### src/rtl/grp_arb_seq.sv
module grp_arb_seq #(
  parameter int SETTLE = 8,
  parameter int ECW    = 16
) (
  input  logic           clk,
  input  logic           rst_n,
  input  logic           start,
  input  logic           improved,
  input  logic [2:0]     grp_bits,
  input  logic [3:0]     low_limit,
  input  logic           slot_empty,
  input  logic           slot_good,
  input  logic           slot_bad,
  output logic           cmd_valid,
  output logic [1:0]     cmd_op,
  output logic [1:0]     cmd_arg,
  output logic           id_read,
  output logic           done,
  output logic [ECW-1:0] empty_cnt
);
  localparam int SCW = $clog2(SETTLE) + 1;

  typedef enum logic [2:0] {S_IDLE, S_SETTLE, S_WAIT, S_HDEC, S_STOP} st_t;
  st_t st;

  logic [SCW-1:0] scnt;
  logic [3:0]     lcnt, llim;
  logic [4:0]     hcnt, hlim;
  logic [2:0]     m_eff;
  logic           in_wait;

  assign in_wait = (st == S_WAIT);
  assign m_eff = (grp_bits == 3'd0) ? 3'd1 : (grp_bits > 3'd4) ? 3'd4 : grp_bits;

  always_ff @(posedge clk) begin
    if (!rst_n) begin
      st        <= S_IDLE;
      scnt      <= '0;
      lcnt      <= '0;
      hcnt      <= '0;
      llim      <= 4'd1;
      hlim      <= 5'd15;
      cmd_valid <= 1'b0;
      cmd_op    <= 2'd0;
      cmd_arg   <= 2'd0;
      id_read   <= 1'b0;
      done      <= 1'b0;
      empty_cnt <= '0;
    end else begin
      cmd_valid <= 1'b0;
      id_read   <= 1'b0;
      unique case (st)
        S_IDLE: if (start) begin
          cmd_valid <= 1'b1;
          cmd_op    <= 2'd0;
          cmd_arg   <= 2'd0;
          done      <= 1'b0;
          empty_cnt <= '0;
          scnt      <= '0;
          lcnt      <= '0;
          hcnt      <= '0;
          llim      <= (low_limit == 4'd0) ? 4'd1 : low_limit;
          hlim      <= improved ? 5'((5'd1 << m_eff) + 5'd1) : 5'd15;
          st        <= S_SETTLE;
        end
        S_SETTLE: begin
          if (scnt == SCW'(SETTLE - 1)) begin
            cmd_valid <= 1'b1;
            cmd_op    <= 2'd1;
            cmd_arg   <= 2'd0;
            st        <= S_WAIT;
          end else begin
            scnt <= scnt + 1'b1;
          end
        end
        S_WAIT: begin
          if (slot_bad) begin
            cmd_valid <= 1'b1;
            cmd_op    <= 2'd2;
            cmd_arg   <= 2'd1;
            lcnt      <= '0;
          end else if (slot_good || slot_empty) begin
            cmd_valid <= 1'b1;
            cmd_op    <= 2'd2;
            cmd_arg   <= 2'd0;
            id_read   <= slot_good;
            if (!slot_good) empty_cnt <= empty_cnt + 1'b1;
            lcnt <= lcnt + 1'b1;
            if (4'(lcnt + 4'd1) == llim) st <= S_HDEC;
          end
        end
        S_HDEC: begin
          cmd_valid <= 1'b1;
          cmd_op    <= 2'd2;
          cmd_arg   <= 2'd2;
          lcnt      <= '0;
          hcnt      <= hcnt + 1'b1;
          st        <= (5'(hcnt + 5'd1) == hlim) ? S_STOP : S_WAIT;
        end
        S_STOP: begin
          cmd_valid <= 1'b1;
          cmd_op    <= 2'd3;
          cmd_arg   <= 2'd0;
          done      <= 1'b1;
          st        <= S_IDLE;
        end
        default: st <= S_IDLE;
      endcase
    end
  end
endmodule


### config.mk
export PLATFORM = sky130hd
export DESIGN_NAME = grp_arb_seq
export DESIGN_NICKNAME = d
export VERILOG_FILES = /design/src/rtl/grp_arb_seq.sv
export SDC_FILE = /design/constraint.sdc
export NUM_CORES = 1
export LEC_CHECK = 0
export BUFFER_PORTS_ARGS = -buffer_cell sky130_fd_sc_hd__clkbuf_2
export CORE_ASPECT_RATIO = 1.5
export CORE_MARGIN = 3
export CORE_UTILIZATION = 50
export DETAILED_ROUTE_END_ITERATION = 8
export PLACE_DENSITY = 0.74
export SYNTH_ARGS = -nofsm -noshare
export SYNTH_HDL_FRONTEND = slang
export SYNTH_SLANG_ARGS = --single-unit
### constraint.sdc
create_clock -name clk -period 1.65 [get_ports clk]
set_input_delay 0.165 -clock clk [delete_from_list [all_inputs] [get_ports clk]]
set_output_delay 0.165 -clock clk [all_outputs]
set_load 0.03 [all_outputs]
After elaboration in Yosys (flattened, before gate mapping)
Cells that the tools add are included.
{"block": "totals", "ff_bits": 48}
{"block": "op_classes", "n_mux": 40, "add_sub_neg": 5, "magnitude_cmp": 1, "reduce_logical": 20, "eq_ne": 15, "bitwise": 3, "shifts": 1}
{"operator": "$mux W16", "count": 4}
{"operator": "$pmux W16 S2", "count": 1}
{"operator": "$mux W3", "count": 8}
{"operator": "$mux W4", "count": 5}
{"operator": "$pmux W2 S5", "count": 2}
{"operator": "$add A16 B1 Y16 const B", "count": 1}
{"operator": "$mux W2", "count": 7}
{"operator": "$pmux W3 S4", "count": 1}
{"operator": "$pmux W4 S3", "count": 1}
{"operator": "$add A5 B1 Y5 const B", "count": 2}
{"operator": "$mux W5", "count": 2}
{"operator": "$ne A2 B2 Y1 const B", "count": 5}
{"operator": "$pmux W5 S2", "count": 1}
{"operator": "$reduce_and A5 Y1", "count": 2}
{"operator": "$add A4 B1 Y4 const B", "count": 2}
{"operator": "$pmux W4 S2", "count": 1}
{"operator": "$reduce_bool A2 Y1", "count": 4}
{"operator": "$eq A3 B2 Y1 const B", "count": 2}
{"operator": "$logic_not A3 Y1", "count": 2}
{"operator": "$reduce_and A2 Y1", "count": 3}
{"operator": "$reduce_and A3 Y1", "count": 2}
{"operator": "$eq A5 B5 Y1", "count": 1}
{"operator": "$mux W1", "count": 5}
{"operator": "$reduce_bool A5 Y1", "count": 1}
{"operator": "17 further kinds", "count": 20}

Longest topological paths before layout
Gate-level depths: netlist of run 1.
{"block": "depth", "ltp_word": 6, "mapped_depth": 7}

Least setup slack after synthesis of run 1
Ideal clock, no wire load.
{"block": "synth_timing", "path_kind": "reg-to-reg", "startpoint": "reg empty_cnt[2]", "endpoint": "reg empty_cnt[15]", "path_stages_with_launch": 6, "slack_ns": -0.154, "arrival_time_ns": 1.738, "cell_sequence": "dfxtp_1 and4_1 clkbuf_1 nand2_1 or4_4 a21oi_2"}
{"block": "synth_via", "elab_chain_cells": 5}
{"item": "start: declaration", "line_no": "19", "source": "output logic [ECW-1:0] empty_cnt"}
{"item": "start signal: assignment", "line_no": "87", "source": "if (!slot_good) empty_cnt <= empty_cnt + 1'b1;"}
{"item": "$add A16 B1 Y16", "line_no": "87"}
{"item": "$mux W16", "line_no": "87"}
{"item": "$mux W16", "line_no": "82", "source": "end else if (slot_good || slot_empty) begin"}
{"item": "$mux W16", "line_no": "77", "source": "if (slot_bad) begin"}
{"item": "$pmux W16 S2", "line_no": "52", "source": "unique case (st)"}
Every way passes these cells. The select of a mux whose other input is x is not followed.
A chain may end at the register's enable or synchronous reset.

Worst setup path in the final report of run 1
{"block": "layout_timing", "startpoint": "reg st[0]", "endpoint": "reg empty_cnt[13]"}
{"block": "layout_via", "elab_chain_cells": 3, "word_cells_on_any_way": 9, "cone_classes": "eq/ne (5); mux (1); reduce/logical (3)"}
{"item": "start: declaration", "line_no": "24", "source": "st_t st;"}
{"item": "start signal: assignment", "line_no": "98", "source": "st <= (5'(hcnt + 5'd1) == hlim) ? S_STOP : S_WAIT;"}
{"item": "$eq A3 B2 Y1 / $logic_not A3 Y1 (equally long branches)", "line_no": "52"}
{"item": "$ne A2 B1 Y1 (no source line), or another cell as far along"}
{"item": "$reduce_and A5 Y1 (no source line)"}
Several ways; a longest one is shown, not always the timed one.

==> results of run 1 <==
## what timing repair did
action | 4_1_cts | 5_1_grt
setup buffers | 0 | 5
gates resized for setup | 9 | 14
setup endpoints to repair | 17 | 25
pin swaps | 2 | 3
## cell usage after synthesis (all sizes together) (6+ instances only)
cell | count | area [um2]
a21oi | 33 | 169
clkbuf | 10 | 37.5
dfxtp | 48 | 961
nand2 | 32 | 120
nand3 | 14 | 70.1
nand4 | 7 | 43.8
nor2 | 20 | 75.1
nor3 | 7 | 35.0
o21ai | 14 | 70.1
o31ai | 6 | 45.0
or3 | 11 | 68.8
or4 | 8 | 63.8
xnor2 | 8 | 70.1
xor2 | 7 | 61.3
## report_power, final
group | switching (mW) | total [mW] | internal [mW]
combinational | 0.147 | 0.275 | 0.128
sequential | 0.0130 | 1.19 | 1.18
clock | 0.390 | 0.679 | 0.289
## layout make-up
type | instances | area [um2]
clock inverters | 1 | 5.00
repair buffers | 72 | 487
multi-input cells | 228 | 1470
inverters | 3 | 11.3
well taps | 64 | 80.1
flip-flops and latches | 48 | 967
clock buffers | 6 | 72.6
fillers | 405 | 1520
## registers in the layout, indices dropped and copies added (netlist names)
name	cells
cmd_op	2
cmd_valid	1
llim	4
empty_cnt	16
done	1
cmd_arg	2
st	3
lcnt	4
scnt	4
hlim	5
id_read	1
hcnt	5
## how the worst max path moves through the flow
stage               endpoint  slack, ns
4_1_cts        empty_cnt[13]      -0.07
6_report       empty_cnt[13]      -0.06
3_3_place_gp   empty_cnt[13]      -0.03
5_1_grt        empty_cnt[13]      -0.11
2_1_floorplan   empty_cnt[9]      -0.04
3_5_place_dp   empty_cnt[13]      -0.06
## per-layer routing
layer / vias up / wire length [um] / global-route usage (%)
met3: 8 / 224 / 3.84
met5: - / 0 / 0
met1: 1142 / 2530 / 23.8
met2: 55 / 3230 / 40.2
met4: 0 / 68 / 5.52
li1: 1193 / - / -
## cell usage in the layout, fill, tap and decap left out, types with 2 or more instances in the layout
master,synthesis,final
xnor2_1,8,8
a21oi_2,1,3
buf_6,1,3
and3b_1,2,2
clkbuf_2,0,36
or3_1,11,10
clkbuf_8,0,5
nand4_1,7,7
o31ai_1,6,6
inv_1,2,2
nand2_1,32,32
o22ai_1,3,3
dfxtp_1,48,43
nor2_1,20,18
a21oi_1,32,29
or3b_2,2,2
xor2_1,7,7
or4b_4,0,3
and2_1,4,4
o2111ai_1,2,2
nand4b_1,2,2
nand3b_1,4,4
nor4_1,3,2
buf_4,0,31
o21ai_0,14,11
nand3_1,14,14
nand2b_1,4,4
buf_12,0,2
o21ai_1,0,3
ha_1,5,4
nor3_1,7,6
nor3b_1,3,2
or4_1,7,7
dfxtp_2,0,5
and3_1,3,3
and4_1,3,2
## critical path, delay by kind of cell (launching register included)
| kind | cells | cell delay [ns] |
|---|---|---|
| buffers and inverters | 1 | 0.17 |
| AND/OR/NAND/NOR | 2 | 0.73 |
| AO/OA/AOI/OAI | 2 | 0.45 |
| flip-flops | 1 | 0.31 |
## kinds of logic after synthesis
logic type	after synthesis
AOI/OAI and AO/OA	67
and+or+nand+nor	138
buffers and inverters	18
DFF	48
adders and majority gates	5
other	1
xor gates and xnor gates	15
muxes	2
==> summary.txt, run 1 <==
Detailed routing
  • DRC violations left: 0
  • Initial DRC Count: 144
  • Total number of vias: 2398
  • Via/cell ratio: 5.68
  • Total wire length: 6.05 mm
  • WL per Instance: 14.3 um
  • Detail Route Antenna Nets: 0
  • 1st-pass router iterations: 4

Status
  • Outcome: finished, violations left
  • Failing checks: setup timing

Clock network
  • # clock sinks: 48
  • Clk_lat worst skew: 0.31 ns
  • Root Buffer: clkbuf_8
  • Hold_buf cts: 0
  • CTS max path bufs: 2
  • Worst-path clk slew: 0.09 ns
  • Num CTS Buffers: 5
  • H-tree Lvls: 2
  • CTS tree: built

STA
  • Final setup fails: 7
  • Hold Slack: 0.102 ns
  • PnR worst setup slack: -0.0637 ns
  • RSZ-0062 raised after global routing: true
  • Period minus WS final: 1.71 ns
  • Worst-case clock skew: 0.0155 ns
  • Sum Neg Setup Slack: -0.271 ns
  • Fin. Hold Viols: 0
  • Period Utilization, post-route: 104%
  • Maximum clock rate: 584 MHz
  • Max Slew Vio Count: 0

Die
  • DIE AREA: 5740 um2
  • Row cnt: 30
  • CORE AREA: 4620 um2
  • I/O pins: 37
  • Die width: 62.9 um
  • Initial Utilization: 52.6%
  • Chip height: 91.3 um

Cells and area
  • Finished Cell Area: 3100 um2
  • Nets@finish: 377
  • Antenna diodes: 0
  • Core Util, Final: 67.0%
  • Layout cells sized above 1: 29.1%
  • Fin cells: 422
  • Area delta synth->final: 27.5%

Min path
  • Worst hold-check path type: in2reg
  • Min-Delay Endpoint: llim[3]
  • Worst hold start: low_limit[3]
  • Hold path depth: 3

Global route
  • Overflow after GRT: 0
  • Via count of the first global-routing pass: 2229
  • First-pass GRT wire length: 10.0 mm
  • Initial antenna violation count: 0
  • Largest net degree at the start of global routing: 23
  • Total GRT Usage: 21.3%

Place
  • Post-Place Cell Area: 2900 um2
  • Number of buffers added on ports: 36
  • HPWL Detailed: 4.37 mm
  • Placer congestion estimate: 0.848
  • Placed insts: 410
  • Dpl ws: -0.0634 ns

Logic synthesis
  • Largest family of logic cells by synthesized area: simple AND/OR/NAND/NOR gates
  • Async SR Flop Fraction: 0%
  • Avg Synthesized Cell Area: 8.26 um2
  • #FFs+latches synth: 48
  • Dominant synthesized flop cell: dfxtp_1
  • Synth Area in XOR/XNOR: 5.41%
  • Mux contribution to synthesized area: 0.876%
  • Post-synthesis cell count: 294
  • Sequential element share of the synthesized area: 39.6%
  • Simple-gate area share of the yosys netlist: 31.9%
  • Post-synth EDFFs: 0
  • Post-synthesis cell type count: 51
  • Syn Nets: 313
  • Post-synthesis cell area: 2430 um2
  • Compound-Gate Fraction of Synth Area: 16.2%
  • Post-synthesis adder-cell area fraction: 2.58%
  • Warnings from Yosys: 0

Critical path
  • Critical R2R Capture: empty_cnt[13]
  • Critical Path Start: st[0]
  • Worst reg-to-reg setup slack: -0.06 ns
  • Critical path cell sequence: or2_1 > a221o_1 > buf_12 > or4_1 > a21oi_1
  • Worst stage delay on the critical path: 0.49 ns
  • Crit Path Max Fanout: 22
  • Critical path arrival: 1.95 ns
  • Worst Setup End Kind: flop
  • Max stage delay cell, worst path: or4_1
  • Kind of critical path: reg2reg
  • CP required: 1.89 ns
  • RR Startpoint: st[0]
  • Critical Path Start Type: flop
  • Worst R2R Path Depth: 5

Pwr
  • Static Leak: 1.21 nW
  • Power Total: 2.14 mW
  • PD cells: 693 nW/um2
  • VDD IR-drop max: 0.000500 V

Run
  • Max_cap viols: 0
Note: power is estimated with default switching activity, not from simulation.
==> run 2, diff against run 1 <==
--- a/config.mk
+++ b/config.mk
@@ -10,7 +10,7 @@
 export CORE_MARGIN = 3
 export CORE_UTILIZATION = 50
 export DETAILED_ROUTE_END_ITERATION = 8
-export PLACE_DENSITY = 0.74
+export PLACE_DENSITY = 0.76
 export SYNTH_ARGS = -nofsm -noshare
 export SYNTH_HDL_FRONTEND = slang
 export SYNTH_SLANG_ARGS = --single-unit
==> summary.txt, run 2 (synthesized netlist as in run 1, its figures left out) <==
Status
  • Outcome: finished, violations left
  • Failing checks: setup timing

Cells and area
  • Top reg by flops: empty_cnt
  • Area delta synth->final: 32.9%
  • Nets@finish: 381
  • Fin cells: 427
  • Core Util, Final: 69.9%
  • Antenna diodes: 0
  • Most common library cell in the layout ignoring fill and taps: dfxtp_1
  • Max reg flops: 16
  • Largest regs: empty_cnt x16, hcnt x5, hlim x5
  • Layout cells sized above 1: 33.1%
  • Most frequent cells in the layout: dfxtp_1 (42), clkbuf_2 (36), buf_4 (34)

Detailed routing
  • 1st-pass router iterations: 4
  • Total wire length: 6.05 mm
  • Initial DRC Count: 88
  • Total number of vias: 2419
  • Via/cell ratio: 5.67
  • WL per Instance: 14.2 um
  • DRC violations left: 0
  • Detail Route Antenna Nets: 0

Clock network
  • Worst-path clk slew: 0.09 ns
  • CTS max path bufs: 2
  • Clk_lat worst skew: 0.30 ns
  • Num CTS Buffers: 5
  • Hold_buf cts: 0
  • CTS tree: built
  • H-tree Lvls: 2
  • # clock sinks: 48
  • Root Buffer: clkbuf_8

Critical path
  • Worst reg-to-reg setup slack: -0.06 ns
  • Critical path cell sequence: or2_1 > a221o_1 > buf_12 > or4_4 > a21oi_2
  • Kind of critical path: reg2reg
  • Worst R2R Path Depth: 5
  • Cell family with most CP delay: simple AND/OR/NAND/NOR gates
  • Critical path arrival: 1.96 ns
  • Worst stage delay on the critical path: 0.50 ns
  • CP required: 1.89 ns
  • Critical Path Start Type: flop
  • Crit Path Max Fanout: 13
  • Worst Setup End Kind: flop
  • RR Startpoint: st[0]
  • Max stage delay cell, worst path: or4_4
  • Critical R2R Capture: empty_cnt[13]
  • CP Buf/Inv Count: 1

Min path
  • Min-Delay Endpoint: llim[1]
  • Worst hold start: low_limit[1]
  • Hold path depth: 3
  • Worst hold-check path type: in2reg

Global route
  • Total GRT Usage: 20.3%
  • Initial antenna violation count: 0
  • First-pass GRT wire length: 9.50 mm
  • Via count of the first global-routing pass: 2215
  • Overflow after GRT: 0
  • Largest net degree at the start of global routing: 27

STA
  • Final setup fails: 8
  • RSZ-0062 raised after global routing: true
  • PnR worst setup slack: -0.0648 ns
  • Max Slew Vio Count: 0
  • Fin. Hold Viols: 0
  • Worst-case clock skew: 0.00372 ns
  • Maximum clock rate: 583 MHz
  • Period Utilization, post-route: 104%
  • Period minus WS final: 1.71 ns

Place
  • Placer congestion estimate: 0.847
  • Placed insts: 412
  • Number of buffers added on ports: 36
  • HPWL Detailed: 4.11 mm

Die
  • Die width: 62.9 um
  • Row cnt: 30
  • CORE AREA: 4620 um2
  • Chip height: 91.3 um
  • DIE AREA: 5740 um2
  • Initial Utilization: 52.6%
  • I/O pins: 37

Pwr
  • Static Leak: 1.26 nW
  • VDD IR-drop max: 0.000406 V
  • PD cells: 683 nW/um2
  • Power Total: 2.20 mW

Run
  • Max_cap viols: 0
run 2: where the power goes:
| group | switching (mW) | internal, mW | leakage (nW) |
|---|---|---|---|
| clock | 0.383 | 0.343 | 0.0455 |
| combinational | 0.154 | 0.135 | 0.820 |
| sequential | 0.0139 | 1.18 | 0.392 |
| total | 0.550 | 1.65 | 1.26 |
run 2: what timing repair did:
item | CTS | global route
gates resized for setup | 12 | 29
pin swaps | 4 | 6
endpoints found under the setup margin | 22 | 22
buffers inserted | 0 | 5
gates cloned | 1 | 1
run 2: cell type report:
cell class	instances	area, um2
Tap cell	64	80.1
Clock buffer	8	90.1
Inverter	3	11.3
Fill cell	360	1390
Multi-Input combinational cell	228	1550
Sequential cell	48	971
Timing Repair Buffer	76	526
run 2: layer usage:
| metal | track usage, % | vias up | share of wire [%] |
|---|---|---|---|
| met2 | 34.9 | 67 | 52 |
| met1 | 23.8 | 1129 | 42 |
| met5 | 0 | - | 0 |
| met3 | 3.96 | 8 | 4.0 |
| met4 | 9.21 | 0 | 1.7 |
| li1 | - | 1215 | - |
run 2: per-stage QoR:
step                      TNS [ns]  worst slack, ns  cell area [um2]  hold slack, ns
final                       -0.282          -0.0648             3230          0.0970
after global routing        -0.992           -0.138             3230          0.0968
after CTS                   -0.258          -0.0820             3040          0.0971
after detailed placement    -0.271          -0.0685             2900           0.416
after global placement     -0.0757          -0.0496             2900           0.406
after floorplan             -0.161          -0.0410             2460           0.301
run 2: worst min-delay path, delay by kind of cell:
kind,cells,cell delay [ns]
buffers and inverters,1,0.09
AND/OR/NAND/NOR,1,0.05
AO/OA/AOI/OAI,1,0.05
run 2: how the worst max path moves through the flow:
stage | to | start | cells after the start
2_1_floorplan | empty_cnt[9] | st[0] | 6
3_3_place_gp | empty_cnt[13] | st[0] | 5
3_5_place_dp | empty_cnt[13] | st[0] | 5
4_1_cts | empty_cnt[13] | st[0] | 5
5_1_grt | empty_cnt[0] | st[0] | 6
6_report | empty_cnt[13] | st[0] | 5
==> run 3, diff against run 2 <==
--- a/config.mk
+++ b/config.mk
@@ -6,11 +6,13 @@
 export NUM_CORES = 1
 export LEC_CHECK = 0
 export BUFFER_PORTS_ARGS = -buffer_cell sky130_fd_sc_hd__clkbuf_2
+export CELL_PAD_IN_SITES_DETAIL_PLACEMENT = 0
+export CELL_PAD_IN_SITES_GLOBAL_PLACEMENT = 1
 export CORE_ASPECT_RATIO = 1.5
 export CORE_MARGIN = 3
-export CORE_UTILIZATION = 50
+export CORE_UTILIZATION = 38
 export DETAILED_ROUTE_END_ITERATION = 8
-export PLACE_DENSITY = 0.76
+export PLACE_DENSITY = 0.78
 export SYNTH_ARGS = -nofsm -noshare
 export SYNTH_HDL_FRONTEND = slang
 export SYNTH_SLANG_ARGS = --single-unit
==> summary.txt, run 3 (synthesized netlist as in run 1, its figures left out) <==
Detailed routing
  • Total number of vias: 2403
  • 1st-pass router iterations: 4
  • Max layer used: met4
  • WL met1: 2.69 mm
  • Met2 wire length: 3.10 mm
  • Via/cell ratio: 5.42
  • WL per Instance: 13.9 um
  • DRC violations left: 0
  • Detail Route Antenna Nets: 0
  • Met3 wire len: 246 um
  • Total wire length: 6.15 mm
  • Initial DRC Count: 83

Clock network
  • Root Buffer: clkbuf_8
  • CTS max path bufs: 2
  • Clk_lat worst skew: 0.31 ns
  • Num CTS Buffers: 5
  • H-tree Lvls: 2
  • # clock sinks: 48
  • Worst-path clk slew: 0.10 ns
  • CTS tree: built

Global route
  • Via count of the first global-routing pass: 2217
  • Total GRT Usage: 16.6%
  • Largest net degree at the start of global routing: 17
  • Initial antenna violation count: 0
  • First-pass GRT wire length: 10.2 mm
  • Overflow after GRT: 0

Min path
  • Worst hold start: low_limit[2]
  • Min-Delay Endpoint: llim[2]
  • Hold path depth: 3
  • Worst hold-check path type: in2reg

STA
  • Period minus WS final: 1.73 ns
  • Worst-case clock skew: 0.0150 ns
  • Period Utilization, post-route: 105%
  • Sum Neg Setup Slack: -0.367 ns
  • Max Slew Vio Count: 0
  • RSZ-0062 raised after global routing: true
  • Maximum clock rate: 578 MHz
  • PnR worst setup slack: -0.0790 ns
  • Final setup fails: 11
  • Fin. Hold Viols: 0
  • Hold Slack: 0.0784 ns

Die
  • CORE AREA: 6170 um2
  • Chip height: 104 um
  • Initial Utilization: 39.3%
  • Die width: 71.3 um
  • DIE AREA: 7400 um2
  • Row cnt: 35
  • I/O pins: 37

Cells and area
  • Finished Cell Area: 3320 um2
  • Antenna diodes: 0
  • Core Util, Final: 53.7%
  • Largest regs: empty_cnt x16, hcnt x5, hlim x5
  • Nets@finish: 387
  • Layout cells sized above 1: 35.5%
  • Max reg flops: 16
  • Most common library cell in the layout ignoring fill and taps: dfxtp_1
  • Register area: 968 um2
  • Area delta synth->final: 36.6%
  • Top reg by flops: empty_cnt
  • Most frequent cells in the layout: dfxtp_1 (42), clkbuf_2 (36), buf_4 (34)
  • FILL cells: 589
  • Area occupied by multi-input gates: 1540 um2

Critical path
  • Cell family with most CP delay: simple AND/OR/NAND/NOR gates
  • Worst stage delay on the critical path: 0.42 ns
  • CP Buf/Inv Count: 1
  • Worst R2R Path Depth: 5
  • RR Startpoint: st[0]
  • Critical R2R Capture: empty_cnt[10]
  • Critical path arrival: 1.97 ns
  • CP required: 1.89 ns
  • Crit Path Max Fanout: 8
  • Critical path cell sequence: or2_1 > a221o_2 > buf_6 > or4_4 > a21oi_2
  • Worst Setup End Kind: flop
  • Critical Path Start Type: flop
  • Max stage delay cell, worst path: or4_4
  • Instance count on the critical path: 5
  • Worst reg-to-reg setup slack: -0.08 ns
  • Kind of critical path: reg2reg

Run
  • Max_cap viols: 0

Pwr
  • PD cells: 717 nW/um2
  • VDD IR-drop max: 0.000462 V
  • Power Total: 2.38 mW
  • Static Leak: 1.31 nW

Place
  • Number of buffers added on ports: 36
  • Placer congestion estimate: 0.849
  • Post-Place Cell Area: 2960 um2
  • HPWL Detailed: 4.57 mm

Status
  • Outcome: finished, violations left
  • Failing checks: setup timing
## run 3: how the worst max path moves through the flow
| stage | start | to | slack [ns] |
|---|---|---|---|
| 5_1_grt | st[0] | empty_cnt[10] | -0.13 |
| 2_1_floorplan | st[0] | empty_cnt[9] | -0.04 |
| 3_3_place_gp | st[2] | hlim[1] | -0.09 |
| 6_report | st[0] | empty_cnt[10] | -0.08 |
| 3_5_place_dp | st[2] | hlim[1] | -0.07 |
| 4_1_cts | st[0] | empty_cnt[10] | -0.08 |
## run 3: power breakdown
part	switching, mW	total [mW]	leakage, nW	internal (mW)
Clock	0.417	0.874	0.0548	0.457
Sequential	0.0141	1.19	0.392	1.18
Combinational	0.159	0.311	0.860	0.152
Total	0.590	2.38	1.31	1.79
## run 3: metal layers
metal | vias to the layer above | track usage (%)
met1 | 1113 | 20.2
met2 | 58 | 29.1
li1 | 1224 | -
met3 | 8 | 2.80
met5 | - | 0
met4 | 0 | 5.24
## run 3: per-stage QoR
step	worst slack [ns]	cells
global placement	-0.0857	428
detailed placement	-0.0656	428
finish	-0.0790	443
global route	-0.129	443
CTS	-0.0782	439
floorplan	-0.0410	294
## run 3: layout make-up
type | count | area share (%)
Multi-Input combinational cell | 228 | 46.5
Sequential cell | 48 | 29.2
Timing Repair Buffer | 82 | 17.7
Tap cell | 74 | 2.79
Clock buffer | 5 | 2.08
Clock inverter | 3 | 1.40
Inverter | 3 | 0.340
## run 3: what timing repair did
action,in CTS,in global routing
hold endpoints to repair,0,0
gates resized for setup,20,33
hold buffers,0,0
pin swaps,5,6
setup buffers,3,4
endpoints found under the setup margin,27,24
## run 3: worst register-to-register path, cell delays in order (launching register included)
cell and delay, ns:
dfxtp_1 0.32, or2_1 0.23, a221o_2 0.38, buf_6 0.16, or4_4 0.42, a21oi_2 0.13
